## config.mk

```make
export PLATFORM = sky130hd
export DESIGN_NAME = stack_ack_sequencer
export DESIGN_NICKNAME = d
export VERILOG_FILES = /design/src/rtl/ackseq_pkg.sv /design/src/rtl/ackseq_crc8.sv /design/src/rtl/ackseq_spi_engine.sv /design/src/rtl/stack_ack_sequencer.sv
export SDC_FILE = /design/constraint.sdc
export NUM_CORES = 1
export LEC_CHECK = 0
export ABC_AREA = 1
export CORE_ASPECT_RATIO = 0.75
export CORE_UTILIZATION = 63
export DETAILED_ROUTE_END_ITERATION = 7
export DONT_BUFFER_PORTS = 1
export PLACE_DENSITY = 0.79
export SYNTH_ARGS = -nofsm -noshare
export SYNTH_HDL_FRONTEND = slang
export SYNTH_SLANG_ARGS = --single-unit
```

## constraint.sdc

```tcl
create_clock -name clk -period 2.24 [get_ports clk]
set_input_delay 0 -clock clk [delete_from_list [all_inputs] [get_ports clk]]
set_output_delay 0 -clock clk [all_outputs]
set_load 0.01 [all_outputs]
```

## src/rtl/ackseq_pkg.sv

```systemverilog
package ackseq_pkg;

    localparam int FRAME_W = 32;
    localparam int HDR_W   = 21;   // bits 31:11 covered by the write CRC
    localparam int CRC_W   = 8;
    localparam int RDB_W   = 22;   // bits 31:10 covered by the readback CRC
    localparam int RX_CRC_LSB = 2;
    localparam int ACK_POS = 10;

    localparam logic [CRC_W-1:0] CRC_POLY = 8'h2F;   // x^8+x^5+x^3+x^2+x+1
    localparam logic [2:0]       WR_TAIL  = 3'b010;
    localparam logic [4:0]       BCAST_DEV = 5'h00;
    localparam logic [4:0]       POLL_DEV  = 5'h1F;

    typedef enum logic [2:0] {
        E_IDLE, E_SETUP, E_LOW, E_HIGH, E_HOLD, E_GAP
    } eng_st_e;

    typedef enum logic [0:0] {
        S_IDLE, S_RUN
    } seq_st_e;

    function automatic logic [HDR_W-1:0] make_hdr(
        input logic [4:0] dev,
        input logic [5:0] reg_a,
        input logic [7:0] dat,
        input logic       all
    );
        return {dev, reg_a, dat, all, 1'b0};
    endfunction

endpackage

```

## src/rtl/ackseq_crc8.sv

```systemverilog
module ackseq_crc8 #(
    parameter int            W    = 8,
    parameter logic [W-1:0]  POLY = 8'h2F
) (
    input  logic         clk,
    input  logic         rst_n,
    input  logic         clr,
    input  logic         en,
    input  logic         din,
    output logic [W-1:0] crc
);

    logic [W-1:0] crc_d, crc_q;

    // Horner step: r = r*x + din mod P (non-augmented remainder, R2/R8)
    always_comb begin
        crc_d = crc_q;
        if (clr) begin
            crc_d = '0;
        end else if (en) begin
            crc_d = {crc_q[W-2:0], din} ^ (crc_q[W-1] ? POLY : '0);
        end
    end

    always_ff @(posedge clk or negedge rst_n) begin
        if (!rst_n) crc_q <= '0;
        else        crc_q <= crc_d;
    end

    assign crc = crc_q;

    a_r2_crc_hold: assert property (@(posedge clk) disable iff (!rst_n)
        (!$past(clr) && !$past(en)) |-> $stable(crc_q));

endmodule

```

## src/rtl/ackseq_spi_engine.sv

```systemverilog
module ackseq_spi_engine
    import ackseq_pkg::*;
#(
    parameter int DIV_W = 8
) (
    input  logic               clk,
    input  logic               rst_n,
    input  logic               go,
    input  logic [HDR_W-1:0]   hdr,
    input  logic [DIV_W-1:0]   half_div,
    input  logic               miso,
    output logic               sclk,
    output logic               cs_n,
    output logic               mosi,
    output logic               idle,
    output logic               frame_done,
    output logic [FRAME_W-1:0] rx_word,
    output logic               rx_crc_ok
);

    localparam int BIT_W   = $clog2(FRAME_W);
    localparam int CSEL_W  = $clog2(CRC_W);
    localparam int TXC_END = HDR_W + CRC_W;

    typedef struct packed {
        eng_st_e            st;
        logic [DIV_W-1:0]   cnt;
        logic [BIT_W-1:0]   bit_i;
        logic [FRAME_W-1:0] tx;
        logic [FRAME_W-1:0] rx;
        logic               sclk;
        logic               cs_n;
        logic               mosi;
        logic               done;
        logic               ok;
    } eng_t;

    eng_t q, d;

    logic [CRC_W-1:0]  txc, rxc;
    logic              txc_clr, txc_en, txc_din;
    logic              rxc_clr, rxc_en;
    logic              expire;
    logic [BIT_W-1:0]  lb;
    logic [CSEL_W-1:0] csel;

    always_comb begin
        d       = q;
        d.done  = 1'b0;
        txc_clr = 1'b0;
        txc_en  = 1'b0;
        txc_din = q.tx[FRAME_W-1];
        rxc_clr = 1'b0;
        rxc_en  = 1'b0;
        expire  = (q.cnt == '0);
        lb      = (q.st == E_HIGH) ? q.bit_i + 1'b1 : q.bit_i;
        csel    = CSEL_W'(BIT_W'(TXC_END - 1) - lb);
        if (!expire) d.cnt = q.cnt - 1'b1;

        case (q.st)
            E_IDLE: begin
                if (go) begin
                    d.st    = E_SETUP;
                    d.cs_n  = 1'b0;
                    d.cnt   = half_div;
                    d.tx    = {hdr, {CRC_W{1'b0}}, WR_TAIL};
                    d.bit_i = '0;
                    txc_clr = 1'b1;
                    rxc_clr = 1'b1;
                end
            end
            E_SETUP, E_HIGH: begin
                if (expire) begin
                    if (q.st == E_HIGH && q.bit_i == BIT_W'(FRAME_W - 1)) begin
                        d.st  = E_HOLD;
                        d.cnt = half_div;
                    end else begin
                        // falling edge: launch next bit
                        d.st    = E_LOW;
                        d.sclk  = 1'b0;
                        d.cnt   = half_div;
                        d.bit_i = lb;
                        d.tx    = q.tx << 1;
                        if (lb < BIT_W'(HDR_W)) begin
                            d.mosi = q.tx[FRAME_W-1];
                            txc_en = 1'b1;
                        end else if (lb < BIT_W'(TXC_END)) begin
                            d.mosi = txc[csel];   // spliced CRC
                        end else begin
                            d.mosi = q.tx[FRAME_W-1];
                        end
                    end
                end
            end
            E_LOW: begin
                if (expire) begin
                    // rising edge: sample returned bit
                    d.st   = E_HIGH;
                    d.sclk = 1'b1;
                    d.cnt  = half_div;
                    d.rx   = {q.rx[FRAME_W-2:0], miso};
                    if (q.bit_i < BIT_W'(RDB_W)) rxc_en = 1'b1;
                end
            end
            E_HOLD: begin
                if (expire) begin
                    d.st   = E_GAP;
                    d.cs_n = 1'b1;
                    d.cnt  = half_div;
                    d.ok   = (rxc == q.rx[RX_CRC_LSB +: CRC_W]);
                end
            end
            E_GAP: begin
                if (expire) begin
                    d.st   = E_IDLE;
                    d.done = 1'b1;
                end
            end
            default: d.st = E_IDLE;
        endcase
    end

    // select and clock idle high out of reset
    always_ff @(posedge clk or negedge rst_n) begin
        if (!rst_n) begin
            q <= '{st: E_IDLE, cnt: '0, bit_i: '0, tx: '0, rx: '0,
                   sclk: 1'b1, cs_n: 1'b1, mosi: 1'b0, done: 1'b0, ok: 1'b0};
        end else begin
            q <= d;
        end
    end

    ackseq_crc8 #(.W(CRC_W), .POLY(CRC_POLY)) u_txcrc (
        .clk   (clk),
        .rst_n (rst_n),
        .clr   (txc_clr),
        .en    (txc_en),
        .din   (txc_din),
        .crc   (txc)
    );

    ackseq_crc8 #(.W(CRC_W), .POLY(CRC_POLY)) u_rxcrc (
        .clk   (clk),
        .rst_n (rst_n),
        .clr   (rxc_clr),
        .en    (rxc_en),
        .din   (miso),
        .crc   (rxc)
    );

    assign sclk       = q.sclk;
    assign cs_n       = q.cs_n;
    assign mosi       = q.mosi;
    assign idle       = (q.st == E_IDLE);
    assign frame_done = q.done;
    assign rx_word    = q.rx;
    assign rx_crc_ok  = q.ok;

    a_r5_sclk_high_when_deselected: assert property (@(posedge clk) disable iff (!rst_n)
        q.cs_n |-> q.sclk);

    a_r6_sclk_holds_mid_phase: assert property (@(posedge clk) disable iff (!rst_n)
        (q.cnt != '0) |=> (q.sclk == $past(q.sclk)));

    a_r5_mosi_only_on_fall: assert property (@(posedge clk) disable iff (!rst_n)
        (q.mosi != $past(q.mosi)) |-> (!q.sclk && $past(q.sclk)));

    a_r8_done_after_deselect: assert property (@(posedge clk) disable iff (!rst_n)
        q.done |-> q.cs_n);

endmodule

```

## src/rtl/stack_ack_sequencer.sv

```systemverilog
module stack_ack_sequencer
    import ackseq_pkg::*;
#(
    parameter int          N_DEV        = 8,      // 1..8 devices in the chain
    parameter int          DIV_W        = 8,
    parameter logic [5:0]  RDSEL_ADDR   = 6'h1C,  // readback selector register
    parameter logic [7:0]  RDSEL_VAL    = 8'h0E,  // must be nonzero for acks to pass down
    parameter logic [5:0]  CTRL_HI_ADDR = 6'h0D
) (
    input  logic             clk,
    input  logic             rst_n,
    input  logic             start,
    input  logic [7:0]       ctrl_hi,
    input  logic [DIV_W-1:0] sclk_div,
    input  logic             miso,
    output logic             sclk,
    output logic             cs_n,
    output logic             mosi,
    output logic             busy,
    output logic             done,
    output logic [N_DEV-1:0] ack_vec,
    output logic [N_DEV-1:0] crc_err_vec
);

    localparam int LAST  = N_DEV + 1;
    localparam int IDX_W = $clog2(N_DEV + 2);

    typedef struct packed {
        seq_st_e          st;
        logic [IDX_W-1:0] idx;
        logic [DIV_W-1:0] div;
        logic [7:0]       ctrl;
        logic [N_DEV-1:0] ack;
        logic [N_DEV-1:0] err;
        logic             go;
        logic             done;
    } seq_t;

    seq_t q, d;

    logic               eng_idle, eng_fdone, eng_ok;
    logic [FRAME_W-1:0] eng_rx;
    logic [HDR_W-1:0]   hdr;

    // header of the frame at the current index
    always_comb begin
        if (q.idx == IDX_W'(0))
            hdr = make_hdr(BCAST_DEV, RDSEL_ADDR, RDSEL_VAL, 1'b1);
        else if (q.idx == IDX_W'(1))
            hdr = make_hdr(BCAST_DEV, CTRL_HI_ADDR, q.ctrl, 1'b1);
        else
            hdr = make_hdr(POLL_DEV, 6'h00, 8'h00, 1'b0);
    end

    always_comb begin
        d      = q;
        d.go   = 1'b0;
        d.done = 1'b0;
        case (q.st)
            S_IDLE: begin
                if (start) begin
                    d.st   = S_RUN;
                    d.div  = sclk_div;   // latched once
                    d.ctrl = ctrl_hi;
                    d.ack  = '0;
                    d.err  = '0;
                    d.idx  = '0;
                    d.go   = 1'b1;
                end
            end
            S_RUN: begin                 // start not looked at here
                if (eng_fdone) begin
                    for (int i = 0; i < N_DEV; i++) begin
                        if (q.idx == IDX_W'(i + 2)) begin
                            d.ack[i] = eng_rx[ACK_POS] & eng_ok;
                            d.err[i] = !eng_ok;
                        end
                    end
                    if (q.idx == IDX_W'(LAST)) begin
                        d.st   = S_IDLE;
                        d.done = 1'b1;
                    end else begin
                        d.idx = q.idx + 1'b1;
                        d.go  = 1'b1;
                    end
                end
            end
            default: d.st = S_IDLE;
        endcase
    end

    always_ff @(posedge clk or negedge rst_n) begin
        if (!rst_n) begin
            q <= '{st: S_IDLE, idx: '0, div: '0, ctrl: '0, ack: '0, err: '0,
                   go: 1'b0, done: 1'b0};
        end else begin
            q <= d;
        end
    end

    ackseq_spi_engine #(.DIV_W(DIV_W)) u_eng (
        .clk        (clk),
        .rst_n      (rst_n),
        .go         (q.go),
        .hdr        (hdr),
        .half_div   (q.div),
        .miso       (miso),
        .sclk       (sclk),
        .cs_n       (cs_n),
        .mosi       (mosi),
        .idle       (eng_idle),
        .frame_done (eng_fdone),
        .rx_word    (eng_rx),
        .rx_crc_ok  (eng_ok)
    );

    assign busy        = (q.st == S_RUN);
    assign done        = q.done;
    assign ack_vec     = q.ack;
    assign crc_err_vec = q.err;

    a_r9_done_single_cycle: assert property (@(posedge clk) disable iff (!rst_n)
        q.done |=> !q.done);

    a_r8_ack_err_disjoint: assert property (@(posedge clk) disable iff (!rst_n)
        q.done |-> ((q.ack & q.err) == '0));

    a_r10_cfg_frozen_in_run: assert property (@(posedge clk) disable iff (!rst_n)
        (q.st == S_RUN && $past(q.st) == S_RUN) |-> ($stable(q.div) && $stable(q.ctrl)));

    a_r4_index_bound: assert property (@(posedge clk) disable iff (!rst_n)
        q.idx <= IDX_W'(LAST));

    a_r9_launch_into_idle_engine: assert property (@(posedge clk) disable iff (!rst_n)
        q.go |-> eng_idle);

    a_r9_results_hold_when_idle: assert property (@(posedge clk) disable iff (!rst_n)
        ($past(q.st) == S_IDLE && !$past(start)) |-> ($stable(q.ack) && $stable(q.err)));

endmodule

```

==> results.sh <==
export IMPL_report_final_slew_viol_count=0
export IMPL_ios=41
export IMPL_place_gp_congestion=0.903
export IMPL_vias_per_cell=5.71
export IMPL_cts_tree="done"
export IMPL_reg2reg_to="u_eng.q[53]"
export IMPL_via_count=4531
export IMPL_p_clk_share_pct=46.8
export IMPL_worst_path_max_delay_cell="dfrtp_1"
export IMPL_status="complete, but fails checks"
export IMPL_grt_pass1_vias=4425
export IMPL_coreArea_um2=8600
export IMPL_syn_num_nets=686
export IMPL_period_minus_slack_ns=2.12
export IMPL_setup_violations=0
export IMPL_htreeDepth=4
export IMPL_finalHoldViolCount=118
export IMPL_hold_class="in2async"
export IMPL_required_ns=2.53
export IMPL_seq_area_um2=2960
export IMPL_port_buffers=0
export IMPL_diodes=0
export IMPL_synth_seq_cells=118
export IMPL_clkTransAtPathRegs_ns=0.05
export IMPL_grt_pass1_wl_um=20800
export IMPL_tns_ns=0
export IMPL_leakagePower_nw=3.17
export IMPL_drive_gt1_share_pct=10.8
export IMPL_rows=29
export IMPL_dr_pass1_iters=7
export IMPL_die_area_um2=9370
export IMPL_cts_buffer_depth=2
export IMPL_cpPeakStageDelay_ns=0.38
export IMPL_yosys_warnings=0
export IMPL_antenna_found_initial=0
export IMPL_path_delay_family="simple AND/OR/NAND/NOR gates"
export IMPL_violations="design-rule violations, negative hold slack"
export IMPL_cp_end_kind="register"
export IMPL_worstRegToRegCells=9
export IMPL_ctsHoldBuffers=18
export IMPL_die_x_um=111
export IMPL_syn_to_final_growth_pct=15.2
export IMPL_crit_fanout=25
export IMPL_ir_drop_mv=1.05
export IMPL_drv_cap=0
export IMPL_synthDistinctLibCells=35
export IMPL_numCtsBuffers=17
export IMPL_swShare_pct=25.4
export IMPL_start_util_pct=65.8
export IMPL_r2r_start="u_eng.q[74]"
export IMPL_drt_iter0_markers=471
export IMPL_drc_errors=2
export IMPL_clock_skew_ns=0.00563
export IMPL_synth_avg_cell_area_um2=8.60
export IMPL_r2r_slack_ns=0.12
export IMPL_ys_seq_area_share_pct=52.2
export IMPL_tightest_slew_ns=0.661
export IMPL_path_depth=9
export IMPL_rsz0062_at_grt="false"
export IMPL_worst_path_buf_inv=2
export IMPL_crit_chain="inv_1 -> ha_2 -> nand4_2 -> nor3_4 -> nand2_2 -> a21oi_4 -> buf_8 -> nand3_1 -> o21a_1"
export IMPL_grtUsageTotal_pct=28.4
export IMPL_fillerInstances=568
export IMPL_period_share_pct=94.6
export IMPL_whs_ns=-0.713
export IMPL_drtAntennaViolNets=0
export IMPL_wire_per_inst_um=15.3
export IMPL_layout_nets=701
export IMPL_switchingPower_w=0.00159
export IMPL_max_freq_ghz=0.472
export IMPL_startpoint_type="register"
export IMPL_timing_slew_headroom_pct=55.5
export IMPL_overflow=0
export IMPL_intPower_w=0.00467
export IMPL_cts_sinks=118
export IMPL_die_height_um=84.1
export IMPL_finalWirelength_um=12100
export IMPL_synthCells=658
export IMPL_p_seq_share_pct=40.6
export IMPL_arrival_ns=2.41
export IMPL_combPwrFrac_pct=12.6
export IMPL_cts_root_buf="clkbuf_16"
export IMPL_grt_max_degree=119
export IMPL_syn_area_um2=5660
export IMPL_dpl_hpwl_um=7510
export IMPL_p_per_area_nw_per_um2=960
export IMPL_clock_latency_ns=0.41
export IMPL_final_core_util_pct=75.8
export IMPL_multi_input_area_um2=2230
export IMPL_critPathKind="reg2reg"
-- synthesized netlist by cell type (all sizes together) --
cell type	count	share of area, %
xor2	6	0.93
o21ai	74	6.5
nand3b	1	0.13
o21a	5	0.66
nor4	1	0.11
xnor2	13	2.0
a41oi	5	0.77
nor3	4	0.55
o211ai	2	0.27
a21oi	13	1.5
nor2	35	2.6
dfstp	2	0.93
nand4	10	1.3
mux2	9	1.8
inv	76	5.0
ha	8	1.8
clkbuf	7	0.46
dfrtp	116	51
nand2	183	12
o31ai	3	0.40
buf	26	3.1
o22ai	8	0.88
nand3	49	4.4
a31oi	2	0.22
-- sequential cells by signal, indices dropped and copies added, names as in the netlist, 8 cells and up --
signal	count
u_eng.u_txcrc.crc	8
u_eng.rx_word	11
crc_err_vec	8
u_eng.q	47
q	21
u_eng.u_rxcrc.crc	8
ack_vec	8
-- through the flow --
step / std cells / worst slack (ns) / hold slack [ns] / power, W / cell area (µm²)
finish: 794 / 0.122 / -0.713 / 0.00626 / 6520
global route: 794 / 0.00851 / -0.736 / 0.00648 / 6520
CTS: 794 / 0.0576 / -0.728 / 0.00624 / 6500
detailed placement: 744 / 0.106 / -0.294 / 0.00328 / 5680
global placement: 744 / 0.252 / -0.293 / 0.00323 / 5680
floorplan: 658 / 0.346 / -0.296 / 0.00316 / 5660
-- layout make-up --
| cell class | count | share of cell area, % |
|---|---|---|
| Sequential cell | 118 | 45.3 |
| Multi-Input combinational cell | 431 | 34.2 |
| Clock buffer | 23 | 7.63 |
| Inverter | 76 | 4.37 |
| Timing Repair Buffer | 29 | 4.14 |
| Clock inverter | 9 | 2.23 |
| Tap cell | 108 | 2.07 |
-- cells in the final DEF (no fill, tap or decap), types with 2 or more instances in the layout --
cell type	n
a21oi_4	2
nor2_1	28
nand2_2	3
clkinv_2	5
o22ai_1	8
o211ai_1	2
nor3_1	2
mux2_2	9
inv_1	73
nand3_1	48
clkbuf_8	5
o31ai_1	3
nand4_1	8
clkbuf_16	17
nor2_2	6
dfrtp_1	116
a21oi_1	11
o21ai_0	70
buf_4	10
o21a_1	5
a31oi_1	2
nand4_2	2
inv_2	3
o21ai_1	4
dfstp_2	2
a41oi_1	5
xor2_1	6
bufinv_16	4
xnor2_1	13
nand2_1	180
dlygate4sd3_1	18
ha_1	7
-- power groups by stage --
stage          Clock [W]  Combinational, W  Sequential (W)
3_5_place_dp           0          0.000712         0.00257
6_report         0.00293          0.000787         0.00254
3_3_place_gp           0          0.000676         0.00256
5_1_grt          0.00304          0.000872         0.00257
4_1_cts          0.00295          0.000753         0.00254
2_1_floorplan          0          0.000654         0.00250
-- repair_timing --
| item | 4_1_cts | 5_1_grt |
|---|---|---|
| gates resized for setup | 0 | 5 |
| hold endpoints to repair | 137 | 118 |
| buffers inserted | 0 | 0 |
| setup endpoints to repair | 0 | 10 |
-- per-layer routing --
metal  global-route usage, %  wire [µm]  vias to the layer above
li1                        -          -                     2155
met1                    36.9       5420                     2201
met2                    46.0       5900                      146
met3                    8.13        613                       29
met4                    10.6        218                        0
met5                       0          0                        -
-- cells by family after synthesis --
| family | synth area share, % |
|---|---|
| and+or+nand+nor | 21.4 |
| DFF | 52.2 |
| AOI/OAI and AO/OA | 11.3 |
| buffers and inverters | 8.57 |
| xor gates and xnor gates | 2.94 |
| muxes | 1.79 |
| adders and majority gates | 1.77 |
-- how the worst max path moves through the flow --
stage | end | start
finish | u_eng.q[53] | u_eng.q[74]
CTS | u_eng.q[53] | u_eng.q[74]
floorplan | u_eng.q[38] | u_eng.q[74]
global placement | u_eng.q[61] | u_eng.q[74]
detailed placement | u_eng.q[53] | u_eng.q[74]
global route | u_eng.u_txcrc.crc[3] | u_eng.q[69]
Note: power is estimated with default switching activity, not from simulation.
